**src/rtl/spi_mm_pkg.sv**
```systemverilog
package spi_mm_pkg;

    parameter int unsigned FRAME_MAX   = 16;
    parameter int unsigned FRAME_MIN   = 4;
    parameter int unsigned FRAME_RESET = 8;
    parameter int unsigned LEN_W       = $clog2(FRAME_MAX + 1);
    parameter int unsigned DIV_W       = 8;
    parameter int unsigned EDGE_W      = LEN_W + 1;

    typedef struct packed {
        logic              pol;
        logic              pha;
        logic [LEN_W-1:0]  len;
        logic [DIV_W-1:0]  div;
    } xfer_cfg_t;

    typedef enum logic [1:0] {
        ST_IDLE = 2'd0,
        ST_RUN  = 2'd1,
        ST_FIN  = 2'd2
    } ctl_state_t;

    localparam xfer_cfg_t CFG_RESET = '{
        pol: 1'b0,
        pha: 1'b0,
        len: LEN_W'(FRAME_RESET),
        div: '0
    };

    function automatic logic [LEN_W-1:0] clamp_len(input logic [LEN_W-1:0] req);
        if (req < LEN_W'(FRAME_MIN))      return LEN_W'(FRAME_MIN);
        else if (req > LEN_W'(FRAME_MAX)) return LEN_W'(FRAME_MAX);
        else                              return req;
    endfunction

endpackage

```
**src/rtl/spi_mm_sckgen.sv**
```systemverilog
module spi_mm_sckgen
    import spi_mm_pkg::*;
(
    input  logic             clk,
    input  logic             rst,
    input  logic             load,
    input  logic             idle_lvl,
    input  logic             run,
    input  logic [DIV_W-1:0] div,
    output logic             sck,
    output logic             tick
);
    logic [DIV_W-1:0] cnt_q;
    logic             sck_q;

    assign tick = run && (cnt_q == div);
    assign sck  = sck_q;

    always_ff @(posedge clk) begin
        if (rst) begin
            cnt_q <= '0;
            sck_q <= 1'b0;
        end else if (load) begin
            cnt_q <= '0;
            sck_q <= idle_lvl;
        end else if (run) begin
            if (tick) begin
                cnt_q <= '0;
                sck_q <= ~sck_q;
            end else begin
                cnt_q <= cnt_q + 1'b1;
            end
        end
    end


    cnt_range_chk: assert property (@(posedge clk) disable iff (rst)
        run |-> (cnt_q <= div));

endmodule

```
**src/rtl/spi_mm_edgeseq.sv**
```systemverilog
module spi_mm_edgeseq
    import spi_mm_pkg::*;
(
    input  logic             clk,
    input  logic             rst,
    input  logic             load,
    input  logic             tick,
    input  logic             pha,
    input  logic [LEN_W-1:0] len,
    output logic             shift_en,
    output logic             cap_en,
    output logic             last_edge
);
    logic [EDGE_W-1:0] ecnt_q;
    logic [EDGE_W-1:0] enext;
    logic              odd;
    logic              is_last;

    always_comb begin
        enext     = ecnt_q + 1'b1;
        odd       = enext[0];
        is_last   = (enext == {len, 1'b0});
        last_edge = tick && is_last;
        cap_en    = tick && (odd ^ pha);
        if (pha)
            shift_en = tick && odd && (enext != EDGE_W'(1));
        else
            shift_en = tick && !odd && !is_last;
    end

    always_ff @(posedge clk) begin
        if (rst || load) ecnt_q <= '0;
        else if (tick)   ecnt_q <= enext;
    end


    edge_bound_chk: assert property (@(posedge clk) disable iff (rst)
        ecnt_q <= {len, 1'b0});

endmodule

```
**src/rtl/spi_mm_shifter.sv**
```systemverilog
module spi_mm_shifter
    import spi_mm_pkg::*;
(
    input  logic                 clk,
    input  logic                 rst,
    input  logic                 load,
    input  logic [FRAME_MAX-1:0] tx_word,
    input  logic [LEN_W-1:0]     len,
    input  logic                 shift_en,
    input  logic                 cap_en,
    input  logic                 miso,
    output logic                 mosi,
    output logic [FRAME_MAX-1:0] rx_next
);
    logic [FRAME_MAX-1:0] tx_sh;
    logic [FRAME_MAX-1:0] rx_sh;

    assign mosi    = tx_sh[FRAME_MAX-1];
    assign rx_next = cap_en ? {rx_sh[FRAME_MAX-2:0], miso} : rx_sh;

    always_ff @(posedge clk) begin
        if (rst) begin
            tx_sh <= '0;
            rx_sh <= '0;
        end else if (load) begin
            tx_sh <= tx_word << (LEN_W'(FRAME_MAX) - len);
            rx_sh <= '0;
        end else begin
            if (shift_en) tx_sh <= {tx_sh[FRAME_MAX-2:0], 1'b0};
            rx_sh <= rx_next;
        end
    end

endmodule

```
**src/rtl/spi_mode_master.sv**
```systemverilog
module spi_mode_master
    import spi_mm_pkg::*;
#(
    parameter bit USE_SS = 1'b1
) (
    input  logic                 clk,
    input  logic                 rst,
    input  logic                 start,
    input  logic                 cfg_pol,
    input  logic                 cfg_pha,
    input  logic [LEN_W-1:0]     cfg_len,
    input  logic [DIV_W-1:0]     cfg_div,
    input  logic [FRAME_MAX-1:0] tx_word,
    output logic [FRAME_MAX-1:0] rx_word,
    output logic                 busy,
    output logic                 done,
    output logic                 sck,
    output logic                 mosi,
    input  logic                 miso,
    output logic                 ss_n
);
    ctl_state_t           state_q;
    xfer_cfg_t            cfg_q;
    logic [FRAME_MAX-1:0] rx_q;
    logic                 accept;
    logic                 tick;
    logic                 shift_en;
    logic                 cap_en;
    logic                 last_edge;
    logic [LEN_W-1:0]     len_new;
    logic [FRAME_MAX-1:0] rx_next;

    assign accept  = start && (state_q == ST_IDLE);
    assign len_new = clamp_len(cfg_len);
    assign busy    = (state_q != ST_IDLE);
    assign done    = (state_q == ST_FIN);
    assign rx_word = rx_q;

    always_ff @(posedge clk) begin
        if (rst) begin
            state_q <= ST_IDLE;
            cfg_q   <= CFG_RESET;
            rx_q    <= '0;
        end else begin
            case (state_q)
                ST_IDLE: if (start) begin
                    cfg_q   <= '{pol: cfg_pol, pha: cfg_pha, len: len_new, div: cfg_div};
                    state_q <= ST_RUN;
                end
                ST_RUN: if (last_edge) begin
                    rx_q    <= rx_next;
                    state_q <= ST_FIN;
                end
                default: state_q <= ST_IDLE;
            endcase
        end
    end

    spi_mm_sckgen u_sck (
        .clk      (clk),
        .rst      (rst),
        .load     (accept),
        .idle_lvl (cfg_pol),
        .run      (state_q == ST_RUN),
        .div      (cfg_q.div),
        .sck      (sck),
        .tick     (tick)
    );

    spi_mm_edgeseq u_seq (
        .clk       (clk),
        .rst       (rst),
        .load      (accept),
        .tick      (tick),
        .pha       (cfg_q.pha),
        .len       (cfg_q.len),
        .shift_en  (shift_en),
        .cap_en    (cap_en),
        .last_edge (last_edge)
    );

    spi_mm_shifter u_shf (
        .clk      (clk),
        .rst      (rst),
        .load     (accept),
        .tx_word  (tx_word),
        .len      (len_new),
        .shift_en (shift_en),
        .cap_en   (cap_en),
        .miso     (miso),
        .mosi     (mosi),
        .rx_next  (rx_next)
    );

    generate
        if (USE_SS) begin : g_ss
            logic ss_q;
            always_ff @(posedge clk) begin
                if (rst)            ss_q <= 1'b1;
                else if (accept)    ss_q <= 1'b0;
                else if (last_edge) ss_q <= 1'b1;
            end
            assign ss_n = ss_q;
        end else begin : g_no_ss
            assign ss_n = 1'b1;
        end
    endgenerate

    // Observation of sck spacing for the half-period assertion
    logic             sck_prev;
    logic [DIV_W:0]   gap_q;
    always_ff @(posedge clk) begin
        if (rst) begin
            sck_prev <= 1'b0;
            gap_q    <= '0;
        end else begin
            sck_prev <= sck;
            if (accept)    gap_q <= '0;
            else if (busy) gap_q <= (sck != sck_prev) ? (DIV_W+1)'(1) : gap_q + 1'b1;
        end
    end


    idle_level_chk: assert property (@(posedge clk) disable iff (rst)
        (state_q == ST_IDLE) |-> (sck == cfg_q.pol));


    done_pulse_chk: assert property (@(posedge clk) disable iff (rst)
        done |=> !done);


    done_idle_chk: assert property (@(posedge clk) disable iff (rst)
        done |-> (sck == cfg_q.pol));


    ss_release_chk: assert property (@(posedge clk) disable iff (rst)
        done |-> ss_n);


    ss_busy_chk: assert property (@(posedge clk) disable iff (rst)
        !ss_n |-> busy);


    cfg_hold_chk: assert property (@(posedge clk) disable iff (rst)
        (busy && $past(busy)) |-> $stable(cfg_q));


    mosi_edge_chk: assert property (@(posedge clk) disable iff (rst)
        (busy && $past(busy) && $stable(sck)) |-> $stable(mosi));


    half_period_chk: assert property (@(posedge clk) disable iff (rst)
        (busy && $past(busy) && (sck != sck_prev)) |-> (gap_q == ({1'b0, cfg_q.div} + 1'b1)));

endmodule

```
**config.mk**
```make
export PLATFORM = sky130hd
export DESIGN_NAME = spi_mode_master
export DESIGN_NICKNAME = d
export VERILOG_FILES = /design/src/rtl/spi_mm_pkg.sv /design/src/rtl/spi_mm_sckgen.sv /design/src/rtl/spi_mm_edgeseq.sv /design/src/rtl/spi_mm_shifter.sv /design/src/rtl/spi_mode_master.sv
export SDC_FILE = /design/constraint.sdc
export NUM_CORES = 1
export LEC_CHECK = 0
export BUFFER_PORTS_ARGS = -buffer_cell sky130_fd_sc_hd__buf_2
export CAP_MARGIN = 20
export CORE_MARGIN = 2
export CORE_UTILIZATION = 45
export DETAILED_ROUTE_END_ITERATION = 10
export GPL_TIMING_DRIVEN = 1
export HOLD_SLACK_MARGIN = 0.03
export PLACE_DENSITY = 0.71
export SLEW_MARGIN = 20
export SYNTH_ARGS = -nofsm -noshare
export SYNTH_HDL_FRONTEND = slang
export SYNTH_SLANG_ARGS = --single-unit
```
**constraint.sdc**
```tcl
create_clock -name clk -period 4.9 [get_ports clk]
set_input_delay 0.245 -clock clk [delete_from_list [all_inputs] [get_ports clk]]
set_output_delay 0.245 -clock clk [all_outputs]
set_load 0.1 [all_outputs]
```
# Word-level counts from Yosys, hierarchy flattened

Index checks and enable logic that the tools add are counted.

Add/subtract/negate cells: 3
Bitwise logic cells: 2
$lt $le $gt $ge: 2
Reductions and logical operators: 22
Shift-type cells: 1
Muxes and demuxes: 15
Equal/unequal tests: 7

Operator list:

| operator                                                   | count |
|---|---|
| two-way mux 16 bit                                         | 3 |
| << shifter 16 x 5 -> 16 bit                                | 1 |
| two-way mux 5 bit                                          | 2 |
| nonzero test 2 bit                                         | 5 |
| adder 8 x 1 -> 8 bit, second input constant                | 1 |
| equality test 8 bit                                        | 1 |
| logical AND 1 bit                                          | 8 |
| two-way mux 8 bit                                          | 1 |
| AND reduction 2 bit                                        | 4 |
| adder 6 x 1 -> 6 bit, second input constant                | 1 |
| equality test 6 bit                                        | 1 |
| two-way mux 1 bit                                          | 6 |
| inequality test 6 x 1 -> 1 bit, second input constant      | 1 |
| > comparator 5 bit, second input constant                  | 1 |
| less-than comparator 5 x 3 -> 1 bit, second input constant | 1 |
| subtractor 5 bit, first input constant                     | 1 |
| two-way mux 2 bit                                          | 2 |
| inequality test 2 bit, second input constant               | 2 |
| one-hot mux 2 bit (2 select lines)                         | 1 |
| equality test 2 x 1 -> 1 bit, second input constant        | 1 |
| equality test 2 bit, second input constant                 | 1 |
| zero test 1 bit                                            | 2 |
| zero test 2 bit                                            | 1 |
| OR reduction 2 bit                                         | 1 |
| other kinds (3)                                            | 3 |

Output and inout bits: 21
Logic and storage cells: 63
Register bits after elaboration: 80

# Depth between registers and ports, before layout

Gate-level depths: netlist (run 1).

Depth in word-level cells: 7
Depth in mapped cells: 14
Depth with buffers taken out: 11

# Modules after synthesis

Synthesis (run 1) repeated with hierarchy kept, for this count alone.

Cell total of the unflattened synthesis: 492
Area, all modules: 4307.9 µm²

By module, submodules not included:

| module          | cells each | instances | area an instance (µm²) |
|---|---|---|---|
| spi_mm_shifter  | 219        | 1         | 2045.7 |
| spi_mode_master | 152        | 1         | 1223.7 |
| spi_mm_edgeseq  | 65         | 1         | 556.8 |
| spi_mm_sckgen   | 56         | 1         | 481.7 |

# Worst setup path after synthesis (run 1)

No wires, ideal clock.

Path kind: in2reg
From: input port cfg_len[3]
To: register u_shf.tx_sh[13]
Stages: 13
Library setup time: 0.086 ns
Path buffers: 3
Arrival: 2.749 ns
Path slack: 2.065 ns
Cell sequence: buf_4 > nor2_2 > nor2_4 > clkinv_2 > buf_6 > ha_1 > or3_4 > and2_1 > buf_4 > mux2i_1 > mux4_2 > a2bb2oi_1 > a221oi_2

Cells in the longest elaborated chain, start to end: 6

RTL lines:

| item                          | RTL line              | text |
|---|---|---|
| start, declared               | spi_mode_master.sv:11 | `input logic [LEN_W-1:0] cfg_len,` |
| > comparator 5 bit            | spi_mm_pkg.sv:32      | `else if (req > LEN_W'(FRAME_MAX)) return LEN_W'(FRAME_MAX);` |
| two-way mux 5 bit             | spi_mm_pkg.sv:32      |  |
| two-way mux 5 bit *           | spi_mm_pkg.sv:31      | `if (req < LEN_W'(FRAME_MIN)) return LEN_W'(FRAME_MIN);` |
| subtractor 5 bit *            | spi_mm_shifter.sv:26  | `tx_sh <= tx_word << (LEN_W'(FRAME_MAX) - len);` |
| << shifter 16 x 5 -> 16 bit * | spi_mm_shifter.sv:26  |  |
| two-way mux 16 bit *          | spi_mm_shifter.sv:25  | `end else if (load) begin` |
| end signal, assigned          | spi_mm_shifter.sv:26  |  |
| end signal, assigned          | spi_mm_shifter.sv:29  | `if (shift_en) tx_sh <= {tx_sh[FRAME_MAX-2:0], 1'b0};` |
| end, declared                 | spi_mm_shifter.sv:15  | `logic [FRAME_MAX-1:0] tx_sh;` |

Mark *: on every way between the ends. The rest lies on a longest branch, timed or not.
A chain may end at the register's enable or synchronous reset.

# Final worst setup path (run 1)

From: input port cfg_len[4]
To: register u_shf.tx_sh[13]

Same word-level chain as after synthesis.

==> results of run 1 <==
## flip-flops by register name, indices dropped and copies added, names as in the netlist
register	cells
rx_word	16
cfg_q	14
state_q	2
u_shf.tx_sh	16
u_sck.sck	1
u_seq.ecnt_q	6
u_shf.rx_sh	16
u_sck.cnt_q	8
ss_n	1
## synth_stat cells, drive strengths merged, types with 3 or more instances
cell    count
nand2      88
a311oi      4
a221oi      6
and3        4
nor2b      16
nor3       15
a22oi       4
and2        6
nand3      13
o21a        3
a211oi      7
nand4       3
nor2       46
a31oi       5
mux2       14
clkbuf     19
inv        12
dfxtp      80
buf         9
xor2       15
o21ai      18
or2         8
nand2b      7
mux4        4
or3         7
nor4        5
ha          4
mux2i      24
a21oi      50
xnor2       8
## logic make-up after synthesis
| logic type | Yosys count |
|---|---|
| simple gates | 225 |
| compound gates | 121 |
| flops | 80 |
| buf+inv | 42 |
| mux | 42 |
| xor+xnor | 23 |
| fa+ha+maj | 4 |
## worst min path at each step
stage                             startpoint                  endpoint  slack [ns]  cells past startpoint
floorplan                         cfg_div[0]     cfg_q[0]$_SDFFE_PP0P_        0.38                      2
global placement     rx_word[4]$_SDFFE_PP0P_   rx_word[4]$_SDFFE_PP0P_        0.44                      2
detailed placement  rx_word[13]$_SDFFE_PP0P_  rx_word[13]$_SDFFE_PP0P_        0.44                      2
CTS                                  cfg_pha    cfg_q[13]$_SDFFE_PP0P_        0.10                      3
global route                      cfg_div[3]     cfg_q[3]$_SDFFE_PP0P_        0.10                      3
finish                               cfg_pha    cfg_q[13]$_SDFFE_PP0P_        0.12                      3
## where the power goes
| group | total (mW) | internal [mW] | switching [mW] |
|---|---|---|---|
| registers | 0.686 | 0.671 | 0.0150 |
| clock network | 0.514 | 0.246 | 0.268 |
| logic | 0.280 | 0.101 | 0.179 |
| total | 1.48 | 1.02 | 0.462 |
## critical path: cells and delay by family
kind            cells  cell delay [ns]
buf+inv             2             0.45
mux                 2             0.69
fa+ha+maj           1             0.42
simple gates        4             1.33
compound gates      2             0.36
## stage by stage
| stage | cell area (um2) | hold WS, ns | util [%] |
|---|---|---|---|
| floorplan | 4510 | 0.381 | - |
| global placement | 4830 | 0.437 | 49.7 |
| detailed placement | 4830 | 0.442 | 49.7 |
| CTS | 5040 | 0.102 | 51.8 |
| global route | 5040 | 0.104 | 51.8 |
| finish | 5040 | 0.120 | 51.8 |
## metal layers
layer,share of wire (%),routed length (um),track usage (%),up-vias
met1,48,5120,27.8,1828
met2,45,4820,31.9,130
met5,0,0,0,-
met4,1.6,175,7.43,0
met3,5.1,541,5.39,16
li1,-,-,-,1978
## cell usage in the layout (no fill, tap or decap), drive strengths merged, types with 5 or more instances in the layout
master and instances:
clkbuf 9, nand2b 7, inv 16, a221oi 6, xor2 15, o21ai 18
or2 8, nand3 13, buf 58, nor2b 16, a211oi 7, nor2 46
a21oi 50, or3 7, dfxtp 80, mux2 14, nor3 15, a31oi 5
nand2 88, mux2i 24, nor4 5, xnor2 8, and2 6
## final cells by class
class | count | area (um2) | share of cell area [%]
Timing Repair Buffer | 58 | 298 | 5.91
Clock inverter | 7 | 85.1 | 1.69
Tap cell | 133 | 166 | 3.30
Inverter | 14 | 53.8 | 1.07
Clock buffer | 9 | 124 | 2.46
Sequential cell | 80 | 1600 | 31.8
Multi-Input combinational cell | 415 | 2710 | 53.8
==> flow_summary.yaml, run 1 <==
status:
  status: "completed"
clocking:
  cts_hold_buf: 0
  cts_htree_levels: 3
  clk_pin_slew_ns: 0.09
  cts_tree: "done"
  clock_latency_ns: 0.36
  cts_resized: 0
  cts.sinks: 80
  cts_inserted_buffers: 9
  cts_buffer_depth: 2
  cts_root_buf: "clkbuf_8"
  cts_setup_buffers: 0
sta:
  fin_skew_ns: 0.00948
  worst_slack_ns: 1.65
  hold_violations: 0
  min_period_over_period_pct: 66.3
  setup_viol: 0
  min_period_ns: 3.25
  tns_ns: 0
  rsz0062_at_grt: "false"
  slew_headroom_pct: 48.1
  clock.fmax_mhz: 308
  tightest_slew_ns: 0.777
  slew_viol_final: 0
detailed_routing:
  viasPerCell: 5.52
  detail-route-antenna-nets: 0
  wire_per_inst_um: 14.9
  drt-total-wl_um: 10700
  drtIter0Drc: 262
  vias: 3952
  first_pass_iters: 5
  route.detailed.drc: 0
place:
  placed_cells: 700
  io_buffers: 55
  hpwl_um: 7740
  gp_congestion: 0.939
  place_ws_ns: 1.31
worst_setup_path:
  worstPathRequired_ns: 5.17
  worstPathCellList: "buf_2, nand2b_1, nor2_4, clkinv_2, ha_1, or3_4, and2_1, mux2i_1, mux4_2, a2bb2oi_1, a221oi_2"
  r2r_slack_ns: 2.26
  startpoint_type: "input port"
  reg2reg_depth: 8
  reg2reg_to: "u_shf.tx_sh[8]$_SDFFE_PP0P_"
  setup.worst_path.start: "cfg_len[4]"
  cpMaxStageDelayCell: "mux4_2"
  critPathKind: "input port to register"
  worstPathArrival_ns: 3.52
  r2r_start: "u_seq.ecnt_q[0]$_SDFFE_PP0N_"
  crit_fanout: 14
  slowest_delay_ns: 0.48
  cp-end-kind: "register"
  crit_end: "u_shf.tx_sh[13]$_SDFFE_PP0P_"
synth:
  synth_xor_area_share_pct: 4.47
  synth_largest_area_cell: "dfxtp_1"
  synthTopCellsByArea: "dfxtp_1 36%, nand2_1 7.2%, a21oi_1 5.5%"
  synth_compound_area_share_pct: 18.6
  synth_cells: 537
  muxShareOfSynthArea_pct: 10.8
  synth_cell_types: 71
  ys_ff_latch: 80
  postSynthAreaPerCell_um2: 8.40
  postSynth.asyncResetShare_pct: 0
  synth_top_family_by_area: "simple AND/OR/NAND/NOR gates"
  seq_area_frac_synth_pct: 35.5
  synthFlopType: "dfxtp_1"
  synth_edf_count: 0
  synth_adder_area_share_pct: 1.11
  syn_area_um2: 4510
  synth-simple-area-share_pct: 25.1
  yosys.area.top_type_share_pct: 35.5
  synth_warnings: 0
  synth_nets: 576
global_routing:
  overflow: 0
  track_usage_pct: 20.6
  grt_pass1_wl_um: 18500
  grt_start_max_net_pins: 46
  grt_pass1_vias: 3885
  antenna_found_initial: 0
floorplan:
  placeableCoreArea_um2: 9730
  die_h_um: 104
  initial_core_util_pct: 46.4
  rows: 36
  die-area_um2: 10800
  die_w_um: 104
  top_level_ports: 56
layout:
  syn_to_final_growth_pct: 11.7
  drive_gt1_share_pct: 21.3
  layoutNonFillerInstCount: 716
  antenna_cells: 0
  nets: 617
  fill_cells: 955
min_path:
  hold_class: "input port to register"
power:
  ir_drop_mv: 0.174
  leakagePower_nw: 1.97
  p_total_mw: 1.48
  p_per_area_nw_per_um2: 294
job:
  drv_cap: 0
Note: power is estimated with default switching activity, not from simulation.
==> inputs of run 2 (changes only) <==
Clock period 4.9 ns to 3.1 ns, I/O delays scaled along.
==> flow_summary.yaml, run 2 (synthesis gave the netlist of run 1 again) <==
layout:
  syn_to_final_growth_pct: 13.5
  nets: 625
  mostFrequentLayoutCells: "87 x nand2_1, 80 x dfxtp_1, 55 x buf_2"
  antenna_cells: 0
  drive_gt1_share_pct: 22.2
  fill_cells: 932
  post-route-util_pct: 52.6
  mostFrequentLayoutCell: "nand2_1"
power:
  p_total_mw: 2.41
  leakagePower_nw: 2.02
  ir_drop_mv: 0.200
  p_per_area_nw_per_um2: 471
detailed_routing:
  wire_per_inst_um: 15.4
  detail-route-antenna-nets: 0
  viasPerCell: 5.53
  drtIter0Drc: 305
  first_pass_iters: 5
  route.detailed.drc: 0
  drt-total-wl_um: 11200
  vias: 4001
worst_setup_path:
  reg2reg_depth: 8
  reg2reg_to: "u_shf.tx_sh[8]$_SDFFE_PP0P_"
  r2r_slack_ns: 0.41
  critPathKind: "register to register"
  r2r_start: "u_seq.ecnt_q[0]$_SDFFE_PP0N_"
  worstPathArrival_ns: 2.93
  worstPathRequired_ns: 3.34
  slowest_delay_ns: 0.53
  crit_fanout: 9
  cpMaxStageDelayCell: "dfxtp_1"
  worstPathCellList: "ha_1, nand3_1, nand4bb_1, a311oi_1, or2_2, o32a_2, nand2_4, o221a_2"
  cp-end-kind: "register"
  startpoint_type: "register"
min_path:
  hold_class: "input port to register"
  hold-path-cell-count: 3
  min_from: "cfg_div[4]"
  min_to: "cfg_q[4]$_SDFFE_PP0P_"
floorplan:
  placeableCoreArea_um2: 9730
  die_w_um: 104
  top_level_ports: 56
  die-area_um2: 10800
  initial_core_util_pct: 46.4
  die_h_um: 104
  rows: 36
global_routing:
  overflow: 0
  grt_start_max_net_pins: 45
  antenna_found_initial: 0
  grt_pass1_vias: 3812
  grt_pass1_wl_um: 18800
  track_usage_pct: 20.9
clocking:
  cts_buffer_depth: 2
  cts_htree_levels: 3
  cts_root_buf: "clkbuf_8"
  cts_inserted_buffers: 9
  cts.sinks: 80
  clock_latency_ns: 0.35
  clk_pin_slew_ns: 0.09
  cts_tree: "done"
place:
  hpwl_um: 8240
  gp_congestion: 0.930
  io_buffers: 55
sta:
  hold_violations: 0
  clock.fmax_mhz: 372
  slew_viol_final: 0
  setup_viol: 0
  rsz0062_at_grt: "false"
  slew_headroom_pct: 47.9
  fin_skew_ns: 0.00928
  min_period_ns: 2.69
  tightest_slew_ns: 0.780
  min_period_over_period_pct: 86.7
  tns_ns: 0
status:
  status: "completed"
job:
  drv_cap: 0
==> run 2: changes by cell type in the layout (fill, tap and decap cells not counted), sizes merged <==
cell,before,now
buf,58,65
bufinv,1,2
clkinv,2,3
clkinvlp,2,1
dlygate4sd3,0,1
inv,16,15
==> run 2: critical path, delay by kind of cell, from the launching register on <==
kind / cells / cell delay [ns]
AND/OR/NAND/NOR: 4 / 0.77
flip-flops: 1 / 0.53
adder cells (fa/ha/maj): 1 / 0.35
AO/OA/AOI/OAI: 3 / 0.93
==> run 2: worst max path at each step <==
stage                                             from                      endpoint  slack [ns]  depth (start not counted)
after global placement                      cfg_len[4]  u_shf.tx_sh[13]$_SDFFE_PP0P_        0.40                         10
after floorplan                             cfg_len[3]  u_shf.tx_sh[13]$_SDFFE_PP0P_        0.35                         13
after global routing      u_seq.ecnt_q[0]$_SDFFE_PP0N_       state_q[0]$_SDFFE_PP0P_        0.16                          8
final                     u_seq.ecnt_q[0]$_SDFFE_PP0N_   u_shf.tx_sh[8]$_SDFFE_PP0P_        0.41                          8
after detailed placement                    cfg_len[4]  u_shf.tx_sh[13]$_SDFFE_PP0P_        0.32                         10
after CTS                 u_seq.ecnt_q[0]$_SDFFE_PP0N_       state_q[0]$_SDFFE_PP0P_        0.39                          8
==> run 2: layout make-up <==
type	instances	area, um2	share of cell area [%]
multi-input cells	415	2710	53.0
flip-flops and latches	80	1600	31.3
clock buffers	9	124	2.42
inverters	14	53.8	1.05
clock inverters	7	101	1.98
well taps	133	166	3.25
repair buffers	66	360	7.04
==> run 2: timing repair <==
| item | in CTS | in global routing |
|---|---|---|
| endpoints found under the hold margin | 0 | 1 |
| hold buffers | 0 | 1 |
| buffers inserted | 0 | 0 |
| gates resized for setup | 0 | 0 |
==> run 2: routing by layer <==
| metal | share of wire [%] | GRT usage [%] | wire (um) |
|---|---|---|---|
| met1 | 46 | 27.9 | 5190 |
| met2 | 47 | 34.9 | 5300 |
| met3 | 5.5 | 4.51 | 610 |
| met4 | 0.64 | 4.44 | 71 |
| met5 | 0 | 0 | 0 |
==> run 2: power breakdown <==
| group | leakage [nW] | total [mW] | internal, mW | switching [mW] |
|---|---|---|---|---|
| combinational | 1.26 | 0.459 | 0.169 | 0.290 |
| sequential | 0.650 | 1.08 | 1.06 | 0.0238 |
| clock | 0.112 | 0.869 | 0.463 | 0.406 |
==> run 2: stage by stage <==
stage	worst slack (ns)	hold WS (ns)	cells	instance area (um2)
finish	0.413	0.0389	724	5120
global placement	0.396	0.397	707	4880
detailed placement	0.320	0.404	707	4880
CTS	0.394	0.0341	723	5110
floorplan	0.355	0.291	537	4510
global route	0.165	0.0342	724	5120
